<file path="config.mk">
export PLATFORM = sky130hd
export DESIGN_NAME = pacer_start_ctrl
export DESIGN_NICKNAME = d
export VERILOG_FILES = /design/src/rtl/pacer_pkg.sv /design/src/rtl/pacer_sync.sv /design/src/rtl/pacer_gate.sv /design/src/rtl/pacer_start_ctrl.sv
export SDC_FILE = /design/constraint.sdc
export NUM_CORES = 1
export LEC_CHECK = 0
export BUFFER_PORTS_ARGS = -buffer_cell sky130_fd_sc_hd__buf_2
export CORE_AREA = 5 5 42 44
export CTS_CLUSTER_DIAMETER = 40
export CTS_CLUSTER_SIZE = 8
export DETAILED_ROUTE_END_ITERATION = 7
export DIE_AREA = 0 0 47 49
export PLACE_DENSITY = 0.72
export SETUP_SLACK_MARGIN = 0.02
export SLEW_MARGIN = 40
export SYNTH_ARGS = -nofsm -noshare
export SYNTH_HDL_FRONTEND = slang
export SYNTH_HIERARCHICAL = 1
export SYNTH_SLANG_ARGS = --single-unit
</file>
<file path="constraint.sdc">
create_clock -name clk -period 2.9 [get_ports clk]
set_clock_uncertainty 0.2 [all_clocks]
set_input_delay 0.145 -clock clk [delete_from_list [all_inputs] [get_ports clk]]
set_output_delay 0.145 -clock clk [all_outputs]
set_load 0.1 [all_outputs]
</file>
<file path="src/rtl/pacer_pkg.sv">
package pacer_pkg;
  typedef enum logic [1:0] {
    SRC_POLL0 = 2'b00,
    SRC_POLL1 = 2'b01,
    SRC_EXT   = 2'b10,
    SRC_INT   = 2'b11
  } pacer_src_e;

  // stored control bits, MSB first: bit5 .. bit0
  typedef struct packed {
    logic       gate_low;
    logic       gate_edge;
    logic       gate_force;
    logic       ext_fall;
    pacer_src_e src;
  } pacer_ctrl_t;

  localparam int CTRL_W = $bits(pacer_ctrl_t);
endpackage

</file>
<file path="src/rtl/pacer_sync.sv">
module pacer_sync #(
  parameter int STAGES = 2
) (
  input  logic clk,
  input  logic rst_n,
  input  logic pin_async,
  output logic lvl,
  output logic lvl_d
);
  localparam int SHW = STAGES + 1;
  logic [SHW-1:0] sh_q;

  always_ff @(posedge clk or negedge rst_n) begin
    if (!rst_n) sh_q <= '0;
    else        sh_q <= {sh_q[SHW-2:0], pin_async};
  end

  assign lvl   = sh_q[STAGES-1];
  assign lvl_d = sh_q[STAGES];
endmodule

</file>
<file path="src/rtl/pacer_gate.sv">
module pacer_gate #(
  parameter int STAGES = 2
) (
  input  logic clk,
  input  logic rst_n,
  input  logic gate_pin,
  input  logic int_sel,
  input  logic force_on,
  input  logic edge_mode,
  input  logic low_active,
  input  logic clr,
  output logic gate_open,
  output logic gate_status
);
  logic lvl, lvl_d, rise, fall, act_edge, act_lvl, armed, latch_q;

  pacer_sync #(.STAGES(STAGES)) u_gsync (
    .clk(clk), .rst_n(rst_n), .pin_async(gate_pin), .lvl(lvl), .lvl_d(lvl_d)
  );

  assign rise     = lvl & ~lvl_d;
  assign fall     = ~lvl & lvl_d;
  assign act_edge = low_active ? fall : rise;
  assign act_lvl  = lvl ^ low_active;
  assign armed    = int_sel & edge_mode & ~force_on;

  // set wins over a simultaneous clear
  always_ff @(posedge clk or negedge rst_n) begin
    if (!rst_n)                   latch_q <= 1'b0;
    else if (armed && act_edge)   latch_q <= 1'b1;
    else if (clr)                 latch_q <= 1'b0;
  end

  assign gate_status = edge_mode ? latch_q : act_lvl;
  assign gate_open   = force_on | gate_status;

  AST_LATCH_HOLD: assert property (@(posedge clk) disable iff (!rst_n)
    (latch_q && !clr) |=> latch_q);
  AST_LATCH_ARMED_SET: assert property (@(posedge clk) disable iff (!rst_n)
    (!latch_q && !(armed && act_edge)) |=> !latch_q);
endmodule

</file>
<file path="src/rtl/pacer_start_ctrl.sv">
module pacer_start_ctrl
  import pacer_pkg::*;
#(
  parameter int SYNC_STAGES = 2,
  parameter int REG_W       = 8
) (
  input  logic             clk,
  input  logic             rst_n,
  input  logic             reg_wr,
  input  logic [REG_W-1:0] reg_wdata,
  output logic [REG_W-1:0] reg_rdata,
  input  logic             int_tick,
  input  logic             ext_pacer_pin,
  input  logic             gate_pin,
  output logic             conv_start
);
  localparam int STAT_BIT = CTRL_W;

  pacer_ctrl_t ctrl_q;
  logic ext_lvl, ext_lvl_d, ext_edge, gate_open, gate_status, clr, sel_int, sel_ext, start_d;

  always_ff @(posedge clk or negedge rst_n) begin
    if (!rst_n)      ctrl_q <= '0;
    else if (reg_wr) ctrl_q <= pacer_ctrl_t'(reg_wdata[CTRL_W-1:0]);
  end

  assign clr     = reg_wr & ~reg_wdata[STAT_BIT];
  assign sel_int = (ctrl_q.src == SRC_INT);
  assign sel_ext = (ctrl_q.src == SRC_EXT);

  pacer_sync #(.STAGES(SYNC_STAGES)) u_esync (
    .clk(clk), .rst_n(rst_n), .pin_async(ext_pacer_pin), .lvl(ext_lvl), .lvl_d(ext_lvl_d)
  );

  // edge chosen on raw synced value: a polarity change cannot fake an edge
  assign ext_edge = ctrl_q.ext_fall ? (~ext_lvl & ext_lvl_d) : (ext_lvl & ~ext_lvl_d);

  pacer_gate #(.STAGES(SYNC_STAGES)) u_gate (
    .clk(clk), .rst_n(rst_n), .gate_pin(gate_pin), .int_sel(sel_int),
    .force_on(ctrl_q.gate_force), .edge_mode(ctrl_q.gate_edge),
    .low_active(ctrl_q.gate_low), .clr(clr),
    .gate_open(gate_open), .gate_status(gate_status)
  );

  assign start_d = (sel_int & int_tick & gate_open) | (sel_ext & ext_edge);

  always_ff @(posedge clk or negedge rst_n) begin
    if (!rst_n) conv_start <= 1'b0;
    else        conv_start <= start_d;
  end

  always_comb begin
    reg_rdata                = '0;
    reg_rdata[CTRL_W-1:0]    = ctrl_q;
    reg_rdata[STAT_BIT]      = gate_status;
  end

  AST_POLL_SILENT: assert property (@(posedge clk) disable iff (!rst_n)
    (!ctrl_q.src[1]) |=> !conv_start);
  AST_INT_NEEDS_TICK: assert property (@(posedge clk) disable iff (!rst_n)
    (sel_int && !int_tick) |=> !conv_start);
  AST_EXT_NEEDS_EDGE: assert property (@(posedge clk) disable iff (!rst_n)
    (sel_ext && !ext_edge) |=> !conv_start);
  AST_FORCE_PASSES: assert property (@(posedge clk) disable iff (!rst_n)
    (sel_int && ctrl_q.gate_force && int_tick) |=> conv_start);
endmodule

</file>
---- Word level (Yosys, flattened, before mapping) ----
Cells that the tools add are included.
word-level totals
  flip-flop bits (word level) ............. 14
  bits in latches ......................... 0
  RAM bits ................................ 0
  bits in read-only memories .............. 0
  output and inout port bits .............. 9
  memories ................................ 0
operators by class
  $add $sub $neg .......................... 0
  $mul .................................... 0
  div/mod/pow operators ................... 0
  order comparisons ....................... 0
  eq/ne operators ......................... 2
  shift-type cells ........................ 0
  muxes and demuxes ....................... 5
  bitwise operators ....................... 19
  reduce and logical (&&, ||, !) cells .... 2
operator list
  cell                                        number
  AND 1 bit                                   10
  inverter 1 bit                              6
  2-to-1 mux 1 bit                            5
  equality test 2 bit, second input constant  2
  bitwise OR 1 bit                            2
  nonzero test 2 bit                          1
  logical AND 1 bit                           1
  bitwise XOR 1 bit                           1

---- Logic depth before layout (Yosys ltp) ----
  word-level depth ........................ 5
  gate-level depth with buffers ........... 5
  depth with buffers taken out ............ 5

---- Modules after synthesis ----
The synthesis kept the hierarchy.
modules (own cells, without submodules)
  module            times used  cells each  area an instance (µm²)  sequential area each (µm²)
  pacer_start_ctrl  1           23          319.1                   175.2
  pacer_sync        2           3           75.1                    75.1
  pacer_gate        1           11          93.8                    25.0

---- Least setup slack after synthesis ----
Ideal clock, no wire load.
  kind .................................... register -> register
  start point ............................. register ctrl_q, in the netlist reg_rdata[5]
  end point ............................... register conv_start
  library setup time ...................... 124 ps
  arrival time ............................ 1883 ps
  required time ........................... 2576 ps
  setup slack ............................. 693 ps
  cell stages (with the launch flop) ...... 6
  buffers on the path ..................... 0
  clock period less this slack ............ 2207 ps
  cells stage by stage .................... dfrtp_1 > xnor2_1 > o21ai_2 > or2_1 > and3_1 > o31a_1
on the way
  longest elaborated chain between the ends .. 5
RTL lines
  what                    RTL line                source
  start, declared         pacer_start_ctrl.sv:19  pacer_ctrl_t ctrl_q;
  start signal, assigned  pacer_start_ctrl.sv:24  else if (reg_wr) ctrl_q <= pacer_ctrl_t'(reg_wdata[CTRL_W-1:0]);
  bitwise XOR 1 bit       pacer_gate.sv:24        assign act_lvl = lvl ^ low_active;
  2-to-1 mux 1 bit        pacer_gate.sv:34        assign gate_status = edge_mode ? latch_q : act_lvl;
  via gate_status         pacer_start_ctrl.sv:20  logic ext_lvl, ext_lvl_d, ext_edge, gate_open, gate_status, clr, sel_int, sel_ext, start_d;
  bitwise OR 1 bit        pacer_gate.sv:35        assign gate_open = force_on | gate_status;
  via gate_open           pacer_start_ctrl.sv:20
  AND 1 bit               pacer_start_ctrl.sv:45  assign start_d = (sel_int & int_tick & gate_open) | (sel_ext & ext_edge);
  bitwise OR 1 bit        pacer_start_ctrl.sv:45
  via start_d             pacer_start_ctrl.sv:20
  end signal, assigned    pacer_start_ctrl.sv:49  else conv_start <= start_d;
  end, declared           pacer_start_ctrl.sv:15  output logic conv_start
The timed path passes the listed nets, and every way through them passes these cells.
A chain may end at the register's enable or synchronous reset.

---- Worst setup path after layout ----
  start point ............................. register ctrl_q, in the netlist reg_rdata[5]
  end point ............................... output reg_rdata[6]
on the way
  longest elaborated chain between the ends .. 2
RTL lines
  what               RTL line                source
  bitwise XOR 1 bit  pacer_gate.sv:24
  2-to-1 mux 1 bit   pacer_gate.sv:34
  end, declared      pacer_start_ctrl.sv:11  output logic [REG_W-1:0] reg_rdata,
No other way between the ends.

==> impl_metrics.yaml <==
route:
  first_pass_iters: 1
  ant_nets: 0
  drc: 0
  viasPerCell: 4.51
  wl_um: 1050
  drt_iter0_drc: 0
  via_count: 392
  wire_per_inst_um: 12.1
clock_network:
  cts_resized: 0
  insertion_delay_ns: 0.27
  cts_tree: "done"
  numCtsBuffers: 3
  clockBufferDepth: 2
  cts_root_buf: "clkbuf_4"
  cts_setup_buffers: 0
  htreeDepth: 1
  clock-sinks: 14
  clk_pin_slew_worst_paths_ns: 0.08
  postCtsHoldBufs: 10
logic_synthesis:
  syn_area_um2: 563
  synth_flop_cell: "dfrtp_1"
  syn-mean-instance-area_um2: 14.1
  synth_compound_area_share_pct: 6.89
  yosys.area.top_type: "dfrtp_1"
  synth_top_family_by_area: "simple AND/OR/NAND/NOR gates"
  syn_inst: 40
  yosys.area_share.simple_pct: 12.4
  synth-adder-area-share_pct: 0
  synth_nets: 54
  synth_xor_area_share_pct: 1.56
  synth_mux_area_share_pct: 12.0
  synth.distinct_cells: 20
  seq_area_frac_synth_pct: 62.2
  synth_top_area_share_pct: 62.2
  yosys-top-cells-area: "dfrtp_1 (62%), mux2_2 (12%), o32ai_2 (2.9%)"
  yosys_warnings: 6
  synth_edf_count: 0
  ys_seq_elements: 14
  async_flop_share_pct: 100
worst_setup_path:
  cp.arrival_ns: 1.41
  critPathCaptureType: "primary output"
  cp-start-kind: "register"
  crit_type: "reg2out"
  cp.required_ns: 2.56
  crit_fanout: 5
placed_design:
  port_buffers: 20
  gp_congestion: 0.687
  dpl-instance-area_um2: 663
  pre_cts_ws_ns: 1.24
  dpl.hpwl_um: 746
  dp_cells: 73
finish:
  fin_cells: 87
  diodes: 0
  fillerInstances: 130
  layout.nets: 86
  final_cell_area_um2: 800
  areaGrowthSynthToFinish_pct: 42.0
  seqCellArea_um2: 350
  multi_input_area_um2: 189
  drive_above_1_share_pct: 46.5
  final_util_pct: 57.1
timing:
  hold_viol: 0
  setup_viol: 0
  slew_viol_final: 0
  grt_setup_unrepaired: "no"
  fin_crit_ns: 1.75
  tns_ns: 0
  max_freq_ghz: 0.571
  finalWorstSetupSlack_ns: 1.15
  finalCritPeriodShare_pct: 60.4
  timing.hold.ws_ns: 0.0398
min_path:
  hp-class: "in2reg"
floorplanning:
  die_area_mm2: 0.00230
  ios: 23
  core_area_mm2: 0.00140
  die_h_um: 49
  initial_core_util_pct: 40.2
  num_rows: 14
  die_w_um: 47
pwr:
  total_power_uw: 515
  leakage_nw: 0.379
  max-vdd-ir-drop_mv: 0.351
  cellPowerDensity_mw_per_mm2: 645
flow_run:
  cap_viol_max_count: 0
grt:
  grt_max_degree: 15
  grt_pass1_wl_um: 1810
  track_usage_pct: 11.1
  grt_pass1_vias: 403
  antenna_found_initial: 0
  overflow: 0
status:
  outcome: "finished, final reports clean"
-- cell usage after synthesis (2+ instances only) --
cell	instances
buf_4	2
dfrtp_1	14
mux2_2	6
nand2_1	2
-- worst paths after layout --
kind,startpoint,to,slack (ns),cells after the start
setup / recovery,reg_rdata[5],reg_rdata[6],1.15,3
hold / removal,reg_wr,reg_rdata[3],0.04,2
setup reg to reg,u_gate/u_gsync/sh_q[1],conv_start,1.24,5
hold reg to reg,u_gate/u_gsync/sh_q[0],u_gate/u_gsync/sh_q[1],0.15,0
max in group asynchronous,rst_n,u_gate/latch_q,2.19,2
min in group asynchronous,rst_n,reg_rdata[3],0.08,2
-- layer usage --
| metal | global-route usage (%) | wire length [um] |
|---|---|---|
| met5 | 0 | 0 |
| met4 | 6.91 | 20 |
| met3 | 2.58 | 78 |
| met2 | 15.4 | 497 |
| met1 | 15.0 | 455 |
-- power breakdown --
part           switching [mW]  total, mW  internal, mW
logic                   0.117      0.157        0.0396
clock network          0.0585      0.135        0.0763
registers              0.0140      0.224         0.210
total                   0.190      0.515         0.326
-- worst max-delay path: stages, from the launching register on --
cell and delay, ns:
dfrtp_1 0.42, xnor2_1 0.15, o21ai_2 0.12, buf_2 0.44
-- flip-flops by register name (all words and copies together), names as in the netlist --
name and count:
conv_start 1, u_gate/u_gsync/sh_q 3, u_gate/latch_q 1, reg_rdata 6, u_esync/sh_q 3
-- area by class of cell --
type / count / share of cell area (%)
well taps: 16 / 2.50
repair buffers: 30 / 25.0
clock buffers: 4 / 4.54
inverters: 1 / 0.469
flip-flops and latches: 14 / 43.8
multi-input cells: 22 / 23.6
-- logic make-up after synthesis --
family          count (synthesis)
compound gates                  4
xor+xnor                        1
mux                             6
simple gates                   10
buf+inv                         4
flops                          14
other cells                     1
-- cells in the final DEF (no fill, tap or decap), types with 2 or more instances in the layout --
cell,count
nand2_1,2
dlygate4sd3_1,10
buf_2,20
mux2_2,6
dfrtp_1,14
clkbuf_4,3
Power figures use the tool's default switching activity.
